[src/rtl/subbr_pkg.sv]
package subbr_pkg;

   // Sequencer states, one per memory access plus idle, update and halt.
   typedef enum logic [3:0] {
      ST_IDLE,
      ST_FA,     // present PC      (source address word)
      ST_FB,     // present PC+1    (destination address word)
      ST_FT,     // present PC+2    (target word)
      ST_RA,     // present source address
      ST_RB,     // present destination address
      ST_WB,     // write difference back to destination
      ST_PC,     // program counter update
      ST_HALT
   } state_t;

   localparam int unsigned OPND_WORDS = 3;

endpackage

[src/rtl/subbr_seq.sv]
module subbr_seq
   import subbr_pkg::*;
(
   input  logic   clk,
   input  logic   rst_n,
   input  logic   run,
   input  logic   halt_hit,
   output state_t state
);

   state_t state_nx;

   always_comb begin
      state_nx = state;
      unique case (state)
         ST_IDLE: state_nx = run ? ST_FA : ST_IDLE;
         ST_FA:   state_nx = ST_FB;
         ST_FB:   state_nx = ST_FT;
         ST_FT:   state_nx = ST_RA;
         ST_RA:   state_nx = ST_RB;
         ST_RB:   state_nx = ST_WB;
         ST_WB:   state_nx = ST_PC;
         ST_PC: begin
            if (halt_hit)  state_nx = ST_HALT;
            else if (run)  state_nx = ST_FA;
            else           state_nx = ST_IDLE;
         end
         ST_HALT: state_nx = ST_HALT;
         default: state_nx = ST_IDLE;
      endcase
   end

   always_ff @(posedge clk) begin
      if (!rst_n) state <= ST_IDLE;
      else        state <= state_nx;
   end

   AST_HALT_STICKY: assert property (@(posedge clk) disable iff (!rst_n)
      (state == ST_HALT) |=> (state == ST_HALT));
   AST_IDLE_HOLD: assert property (@(posedge clk) disable iff (!rst_n)
      (state == ST_IDLE && !run) |=> (state == ST_IDLE));

endmodule

[src/rtl/subbr_opnd.sv]
module subbr_opnd
   import subbr_pkg::*;
#(
   parameter int DATA_W = 32,
   parameter int ADDR_W = 8
)(
   input  logic              clk,
   input  logic              rst_n,
   input  state_t            state,
   input  logic [DATA_W-1:0] rdata,
   output logic [ADDR_W-1:0] src_adr,
   output logic [ADDR_W-1:0] dst_adr,
   output logic [ADDR_W-1:0] tgt_adr,
   output logic [DATA_W-1:0] src_val
);

   // Data presented in state S is returned during the following state,
   // so each register captures in the state after its fetch.
   always_ff @(posedge clk) begin
      if (!rst_n) begin
         src_adr <= '0;
         dst_adr <= '0;
         tgt_adr <= '0;
         src_val <= '0;
      end else begin
         unique case (state)
            ST_FB:   src_adr <= rdata[ADDR_W-1:0];
            ST_FT:   dst_adr <= rdata[ADDR_W-1:0];
            ST_RA:   tgt_adr <= rdata[ADDR_W-1:0];
            ST_RB:   src_val <= rdata;
            default: ;
         endcase
      end
   end

endmodule

[src/rtl/subbr_alu.sv]
module subbr_alu #(
   parameter int DATA_W    = 32,
   parameter bit LE_BY_MSB = 1'b1
)(
   input  logic [DATA_W-1:0] minuend,
   input  logic [DATA_W-1:0] subtrahend,
   output logic [DATA_W-1:0] diff,
   output logic              le_zero
);

   assign diff = minuend - subtrahend;

   generate
      if (LE_BY_MSB) begin : g_msb
         // sign bit or all-zero detect: shallow logic
         assign le_zero = diff[DATA_W-1] | ~(|diff);
      end else begin : g_cmp
         assign le_zero = ($signed(diff) <= $signed({DATA_W{1'b0}}));
      end
   endgenerate

endmodule

[src/rtl/subbr_pc.sv]
module subbr_pc #(
   parameter int ADDR_W   = 8,
   parameter int RESET_PC = 0
)(
   input  logic              clk,
   input  logic              rst_n,
   input  logic              upd,
   input  logic              take,
   input  logic [ADDR_W-1:0] tgt,
   output logic [ADDR_W-1:0] pc
);

   localparam logic [ADDR_W-1:0] STRIDE = ADDR_W'(subbr_pkg::OPND_WORDS);
   localparam logic [ADDR_W-1:0] PC0    = ADDR_W'(RESET_PC);

   always_ff @(posedge clk) begin
      if (!rst_n)   pc <= PC0;
      else if (upd) pc <= take ? tgt : pc + STRIDE;
   end

   AST_PC_FALLTHRU: assert property (@(posedge clk) disable iff (!rst_n)
      (upd && !take) |=> (pc == ADDR_W'($past(pc) + STRIDE)));
   AST_PC_BRANCH: assert property (@(posedge clk) disable iff (!rst_n)
      (upd && take) |=> (pc == $past(tgt)));

endmodule

[src/rtl/subbr_cpu.sv]
module subbr_cpu
   import subbr_pkg::*;
#(
   parameter int DATA_W    = 32,
   parameter int ADDR_W    = 8,
   parameter int RESET_PC  = 0,
   parameter bit HALT_EN   = 1'b1,
   parameter bit LE_BY_MSB = 1'b1
)(
   input  logic              clk,
   input  logic              rst_n,
   input  logic              run,
   output logic              halted,
   output logic [ADDR_W-1:0] mem_addr,
   output logic [DATA_W-1:0] mem_wdata,
   output logic              mem_we,
   input  logic [DATA_W-1:0] mem_rdata
);

   localparam logic [ADDR_W-1:0] HALT_ADR = {ADDR_W{1'b1}};

   generate
      if (ADDR_W < 2) begin : g_bad_aw
         $error("subbr_cpu: ADDR_W must be at least 2");
      end
      if (ADDR_W > DATA_W) begin : g_bad_dw
         $error("subbr_cpu: an address must fit in a data word");
      end
      if (RESET_PC < 0 || RESET_PC >= (1 << ADDR_W)) begin : g_bad_pc
         $error("subbr_cpu: RESET_PC outside address space");
      end
   endgenerate

   state_t            state;
   logic [ADDR_W-1:0] pc;
   logic [ADDR_W-1:0] src_adr, dst_adr, tgt_adr;
   logic [DATA_W-1:0] src_val;
   logic [DATA_W-1:0] diff;
   logic              le_zero;
   logic              take_q;
   logic              halt_hit;
   logic              pc_upd;

   subbr_seq u_seq (
      .clk      (clk),
      .rst_n    (rst_n),
      .run      (run),
      .halt_hit (halt_hit),
      .state    (state)
   );

   subbr_opnd #(.DATA_W(DATA_W), .ADDR_W(ADDR_W)) u_opnd (
      .clk     (clk),
      .rst_n   (rst_n),
      .state   (state),
      .rdata   (mem_rdata),
      .src_adr (src_adr),
      .dst_adr (dst_adr),
      .tgt_adr (tgt_adr),
      .src_val (src_val)
   );

   // destination value arrives on mem_rdata during the write-back state
   subbr_alu #(.DATA_W(DATA_W), .LE_BY_MSB(LE_BY_MSB)) u_alu (
      .minuend    (mem_rdata),
      .subtrahend (src_val),
      .diff       (diff),
      .le_zero    (le_zero)
   );

   always_ff @(posedge clk) begin
      if (!rst_n)              take_q <= 1'b0;
      else if (state == ST_WB) take_q <= le_zero;
   end

   generate
      if (HALT_EN) begin : g_halt
         assign halt_hit = take_q && (tgt_adr == HALT_ADR);
      end else begin : g_nohalt
         assign halt_hit = 1'b0;
      end
   endgenerate

   assign pc_upd = (state == ST_PC) && !halt_hit;

   subbr_pc #(.ADDR_W(ADDR_W), .RESET_PC(RESET_PC)) u_pc (
      .clk   (clk),
      .rst_n (rst_n),
      .upd   (pc_upd),
      .take  (take_q),
      .tgt   (tgt_adr),
      .pc    (pc)
   );

   always_comb begin
      unique case (state)
         ST_FB:        mem_addr = pc + ADDR_W'(1);
         ST_FT:        mem_addr = pc + ADDR_W'(2);
         ST_RA:        mem_addr = src_adr;
         ST_RB, ST_WB: mem_addr = dst_adr;
         default:      mem_addr = pc;
      endcase
   end

   assign mem_we    = (state == ST_WB);
   assign mem_wdata = diff;
   assign halted    = (state == ST_HALT);

   AST_WR_SAME_ADDR: assert property (@(posedge clk) disable iff (!rst_n)
      mem_we |-> (mem_addr == $past(mem_addr)));
   AST_WR_DIFF: assert property (@(posedge clk) disable iff (!rst_n)
      mem_we |-> (mem_wdata == mem_rdata - $past(mem_rdata)));
   AST_HALT_QUIET: assert property (@(posedge clk) disable iff (!rst_n)
      halted |-> !mem_we);
   AST_ONE_WRITE: assert property (@(posedge clk) disable iff (!rst_n)
      mem_we |=> !mem_we);

endmodule

[config.mk]
export PLATFORM = sky130hd
export DESIGN_NAME = subbr_cpu
export DESIGN_NICKNAME = d
export VERILOG_FILES = /design/src/rtl/subbr_pkg.sv /design/src/rtl/subbr_seq.sv /design/src/rtl/subbr_opnd.sv /design/src/rtl/subbr_alu.sv /design/src/rtl/subbr_pc.sv /design/src/rtl/subbr_cpu.sv
export SDC_FILE = /design/constraint.sdc
export NUM_CORES = 1
export LEC_CHECK = 0
export BUFFER_PORTS_ARGS = -buffer_cell sky130_fd_sc_hd__buf_2
export CORE_MARGIN = 3
export CORE_UTILIZATION = 50
export CTS_BUF_LIST = sky130_fd_sc_hd__clkbuf_4
export CTS_CLUSTER_SIZE = 24
export DETAILED_ROUTE_END_ITERATION = 12
export PLACE_DENSITY = 0.74
export SYNTH_ARGS = -nofsm -noshare
export SYNTH_HDL_FRONTEND = slang
export SYNTH_SLANG_ARGS = --single-unit
[constraint.sdc]
create_clock -name clk -period 3.75 [get_ports clk]
set_input_delay 0.75 -clock clk [delete_from_list [all_inputs] [get_ports clk]]
set_output_delay 0.75 -clock clk [all_outputs]
set_load 0.005 [all_outputs]
==> results.sh, run 1 <==
export IMPL_clkTransAtPathRegs_ns=0.13
export IMPL_synth_adder_area_share=0.0872
export IMPL_fmax_ghz=0.251
export IMPL_critPathBufInv=3
export IMPL_finalWeightedCongestion=0.912
export IMPL_port_buffer_count=76
export IMPL_numCtsBuffers=9
export IMPL_firstDrtPassIters=5
export IMPL_initial_core_util=0.525
export IMPL_postSynth_asyncResetShare=0
export IMPL_ys_types=71
export IMPL_cpLargestDelayFamily="compound AO/OA/AOI/OAI gates"
export IMPL_htree_levels=3
export IMPL_dpl_cell_area_mm2=0.00619
export IMPL_synthTopCellsByArea="dfxtp_1 26%, nand2_1 11%, ha_1 8.3%, a21boi_0 8.3%, a21oi_1 3.8%"
export IMPL_fin_setup_tns_ns=-0.845
export IMPL_cpMaxStageDelayCell="a2111oi_4"
export IMPL_final_area_mm2=0.00677
export IMPL_synth_fp_nets=793
export IMPL_grt_pass1_wl_mm=26.1
export IMPL_drv_slew=0
export IMPL_leakagePower_nw=2.57
export IMPL_required_ns=3.00
export IMPL_p_per_area_mw_per_mm2=290
export IMPL_netlist_instances=722
export IMPL_clock_path_buffers=2
export IMPL_grt_overflow_total=0
export IMPL_synth_common_cells="158 x nand2_1, 69 x dfxtp_1, 58 x a21boi_0"
export IMPL_worstPathArrival_ns=3.24
export IMPL_violations="negative setup slack"
export IMPL_synth_compound_area_frac=0.299
export IMPL_hold_class="register to register"
export IMPL_antenna_found_initial=0
export IMPL_vias=5807
export IMPL_rsz0062_at_grt="true"
export IMPL_finalCriticalPeriod_ns=3.99
export IMPL_area_delta_synth_final_pct=28.9
export IMPL_cts_tree="built"
export IMPL_crit_type="input pin to output port"
export IMPL_synth_main_ff_cell="dfxtp_1"
export IMPL_drtIter0Drc=364
export IMPL_max_slew_margin_rel=0.564
export IMPL_rows=36
export IMPL_postRouteWirelength_mm=16.3
export IMPL_synth_seq_cells=69
export IMPL_nets=926
export IMPL_tightest_slew_ns=0.650
export IMPL_post_place_ws_ns=-0.350
export IMPL_layout_setup_ws_ns=-0.240
export IMPL_power_mw=1.96
export IMPL_cts_sinks=69
export IMPL_start_kind="input pin"
export IMPL_finalClockSkew_ns=0.0154
export IMPL_synth_most_common_cell="nand2_1"
export IMPL_synth_edf_count=0
export IMPL_track_usage=0.274
export IMPL_synth_xor_area_frac=0.0400
export IMPL_worst_skew_pair_late_latency_ns=0.44
export IMPL_coreArea_mm2=0.0100
export IMPL_diodes=0
export IMPL_synth_top_family_by_area="compound AO/OA/AOI/OAI gates"
export IMPL_yosysTopAreaCell="dfxtp_1"
export IMPL_synth_warnings=0
export IMPL_ant_nets=0
export IMPL_ios=77
export IMPL_whs_ns=0.471
export IMPL_syn_area_mm2=0.00525
export IMPL_path_max_fanout=3
export IMPL_drive_gt1_frac=0.266
export IMPL_endpoint_kind="output port"
export IMPL_status="finished with violations"
export IMPL_synth_top_area_frac=0.263
export IMPL_finalCritPeriodShare=1.06
export IMPL_dieArea_mm2=0.0118
export IMPL_cts_root_buf="clkbuf_4"
export IMPL_ctsHoldBuffers=0
export IMPL_critical_path_max_stage_delay_ns=0.43
export IMPL_synthMuxAreaShare=0.00762
export IMPL_vdd_ir_drop_max_v=0.000157
export IMPL_die_width_um=108
export IMPL_avgViaCountPerCell=5.85
export IMPL_grt_max_degree=69
export IMPL_synthSimpleGateAreaFrac=0.244
export IMPL_setup_violations=7
export IMPL_finalHoldViolations=0
export IMPL_synth_avg_cell_area_um2=7.27
export IMPL_fp_dieH_um=108
export IMPL_worstPathCellList="buf_8, inv_4, ha_4, fa_2, and2b_2, o2111ai_4, a2111oi_4, o21ba_2, o211a_1, nor4_2, a311oi_2, buf_2"
export IMPL_drv_cap=0
export IMPL_grt_pass1_vias=5601
export IMPL_route_detailed_drc=0
export IMPL_wl_per_cell_um=16.4
export IMPL_ys_seq_area_frac=0.263
export IMPL_hpwl_mm=11.6
==> cell usage in the layout, fill, tap and decap left out, types with 7 or more instances in the layout <==
cell type,count
nand2_1,158
buf_4,79
buf_2,75
dfxtp_1,66
a21boi_0,58
inv_1,44
nor2_1,39
o21ai_0,31
a21oi_1,29
ha_1,29
nor3_1,17
xnor2_1,13
clkbuf_4,12
a21o_1,11
nand3_1,10
xor2_1,9
and2_1,8
a21oi_2,8
a31oi_1,7
o211ai_1,7
and3_1,7
==> where the power goes <==
part	switching, mW	internal [mW]
logic	0.330	0.280
registers	0.0237	0.752
clock network	0.283	0.292
total	0.637	1.32
==> kinds of logic (layout without fill, tap and decap cells) <==
group,after synthesis,in the layout
compound gates,223,223
xor+xnor,24,24
fa+ha+maj,36,36
buf+inv,81,219
flops,69,69
mux,4,4
simple gates,285,285
==> metrics by stage <==
stage,instances,utilization
final,993,0.677
after global routing,993,0.677
after CTS,987,0.651
after detailed placement,966,0.619
after global placement,966,0.619
after floorplan,722,-
==> layer usage <==
layer	vias up	GRT usage	routed length [µm]
li1	2816	-	-
met1	2725	0.357	7110
met2	233	0.462	7730
met3	33	0.0340	1030
met4	0	0.109	385
met5	-	0	0
==> layout make-up <==
cell class                 count  area [µm²]
multi-input combinational    572        3870
fill                         887        3230
sequential                    69        1390
timing repair buffer         157        1010
inverter                      46         175
tap                          133         166
clock buffer                  12        90.1
clock inverter                 4        72.6
==> sequential cells by signal, summed over array words and instances (netlist names) <==
| register | cells |
|---|---|
| take_q | 1 |
| u_opnd.dst_adr | 8 |
| u_opnd.src_adr | 8 |
| u_opnd.src_val | 32 |
| u_opnd.tgt_adr | 8 |
| u_pc.pc | 8 |
| u_seq.state | 4 |
==> timing repair <==
action / in CTS / in global routing
pin swaps: 10 / 15
resized for setup: 23 / 37
setup endpoints to repair: 13 / 14
buffers inserted: 5 / 7
==> path summary, 6_finish.rpt <==
| path | startpoint | to | slack (ns) | cells after the start |
|---|---|---|---|---|
| setup reg to reg | u_opnd.src_val[0] | take_q | 0.29 | 14 |
| hold reg to reg | u_opnd.src_val[8] | u_opnd.src_val[8] | 0.47 | 2 |
| hold / removal | u_opnd.src_val[8] | u_opnd.src_val[8] | 0.47 | 2 |
| setup / recovery | mem_rdata[0] | mem_wdata[28] | -0.24 | 12 |
==> worst reg2reg max path, delay by kind of cell, from the launching register on <==
kind / cells / cell delay (ns)
AND/OR/NAND/NOR: 5 / 1.24
adder cells (fa/ha/maj): 2 / 0.51
buffers and inverters: 2 / 0.34
flip-flops: 1 / 0.36
AO/OA/AOI/OAI: 5 / 0.95
No activity file was read; power rests on OpenSTA's default activity.
==> run 2: changes to the inputs <==
Clock period 3.75 ns to 3.8 ns, I/O delays scaled along.
==> results.sh, run 2 (synthesized netlist as in run 1, its figures left out) <==
export IMPL_dieArea_mm2=0.0118
export IMPL_regMostFlops="u_opnd.src_val"
export IMPL_layout_commonest_cell="nand2_1"
export IMPL_vias=5656
export IMPL_worst_skew_pair_late_latency_ns=0.42
export IMPL_finalCriticalPeriod_ns=3.91
export IMPL_max_slew_margin_rel=0.167
export IMPL_hpwl_mm=11.4
export IMPL_final_cell_mix="158 x nand2_1, 78 x buf_4, 75 x buf_2"
export IMPL_violations="negative setup slack"
export IMPL_finalCritPeriodShare=1.03
export IMPL_cts_root_buf="clkbuf_4"
export IMPL_coreArea_mm2=0.0100
export IMPL_setup_violations=4
export IMPL_status="finished with violations"
export IMPL_diodes=0
export IMPL_met1_usage=0.355
export IMPL_grt_overflow_total=0
export IMPL_clkTransAtPathRegs_ns=0.10
export IMPL_postRouteWirelength_mm=15.6
export IMPL_drv_cap=0
export IMPL_fp_dieH_um=108
export IMPL_grt_pass1_vias=5315
export IMPL_htree_levels=3
export IMPL_port_buffer_count=76
export IMPL_finalWeightedCongestion=0.903
export IMPL_ant_nets=0
export IMPL_crit_type="input pin to output port"
export IMPL_ios=77
export IMPL_instances_no_fill=987
export IMPL_use_met2=0.439
export IMPL_clock_path_buffers=2
export IMPL_drtIter0Drc=363
export IMPL_track_usage=0.264
export IMPL_wl_per_cell_um=15.8
export IMPL_tightest_slew_ns=1.25
export IMPL_hold_class="register to register"
export IMPL_cts_tree="built"
export IMPL_leakagePower_nw=2.51
export IMPL_dpl_cell_area_mm2=0.00617
export IMPL_rsz0062_at_grt="true"
export IMPL_post_place_ws_ns=-0.371
export IMPL_endpoint_kind="output port"
export IMPL_cts_sinks=69
export IMPL_initial_core_util=0.525
export IMPL_finalClockSkew_ns=0.0141
export IMPL_numCtsBuffers=9
export IMPL_rows=36
export IMPL_layout_setup_ws_ns=-0.110
export IMPL_largest_reg_flops=32
export IMPL_final_area_mm2=0.00658
export IMPL_grt_pass1_wl_mm=25.1
export IMPL_busiest_layer="met2"
export IMPL_drive_gt1_frac=0.247
export IMPL_drv_slew=0
export IMPL_final_core_util=0.658
export IMPL_antenna_found_initial=0
export IMPL_path_max_fanout=4
export IMPL_start_kind="input pin"
export IMPL_dp_cells=964
export IMPL_die_width_um=108
export IMPL_nets=924
export IMPL_firstDrtPassIters=5
export IMPL_fmax_ghz=0.256
export IMPL_whs_ns=0.473
export IMPL_grt_max_degree=69
export IMPL_required_ns=3.04
export IMPL_avgViaCountPerCell=5.73
export IMPL_grt_use_met3=0.0376
export IMPL_p_per_area_mw_per_mm2=263
export IMPL_ctsHoldBuffers=0
export IMPL_area_delta_synth_final_pct=25.2
export IMPL_vdd_ir_drop_max_v=0.000161
export IMPL_route_detailed_drc=0
export IMPL_finalHoldViolations=0
export IMPL_worstPathArrival_ns=3.15
run 2: power breakdown:
group / switching, mW / internal [mW] / total (mW)
clock network: 0.269 / 0.118 / 0.388
logic: 0.313 / 0.266 / 0.578
registers: 0.0236 / 0.742 / 0.766
run 2: worst paths after layout:
path / slack, ns / to / cells after the start / start
setup reg to reg: 0.30 / take_q / 15 / u_opnd.src_val[0]
hold / removal: 0.47 / u_opnd.src_val[22] / 2 / u_opnd.src_val[22]
setup / recovery: -0.11 / mem_wdata[28] / 12 / mem_rdata[4]
hold reg to reg: 0.47 / u_opnd.src_val[22] / 2 / u_opnd.src_val[22]
run 2: cell type report:
type,instances,area (µm²)
repair buffers,155,987
flip-flops and latches,69,1380
multi-input cells,572,3780
well taps,133,166
inverters,46,175
clock inverters,3,17.5
fillers,912,3420
clock buffers,9,67.6
run 2: metal layers:
metal	up-vias	wire, µm	part of all wire
met5	-	0	0
met2	154	7480	0.48
met3	22	898	0.058
li1	2806	-	-
met4	0	248	0.016
met1	2674	6960	0.45
run 2: repair_timing:
action	4_1_cts	5_1_grt
buffers inserted	3	9
pin swaps	10	16
endpoints found under the setup margin	12	12
gates resized for setup	18	26
cloned	0	0
run 2: metrics by stage:
stage / power (mW) / TNS [ns]
after floorplan: 1.08 / 0
after global placement: 1.30 / -1.20
after detailed placement: 1.31 / -1.62
after CTS: 1.70 / -0.218
after global routing: 1.83 / -0.740
final: 1.73 / -0.200
run 2: worst max-delay path: stages:
cell and delay, ns:
buf_2 0.11, ha_1 0.33, buf_4 0.16, a21o_1 0.20
a21oi_4 0.23, a2111oi_4 0.12, o21ba_4 0.24, o211a_4 0.25
buf_6 0.12, buf_4 0.12, a311oi_2 0.32, buf_2 0.17
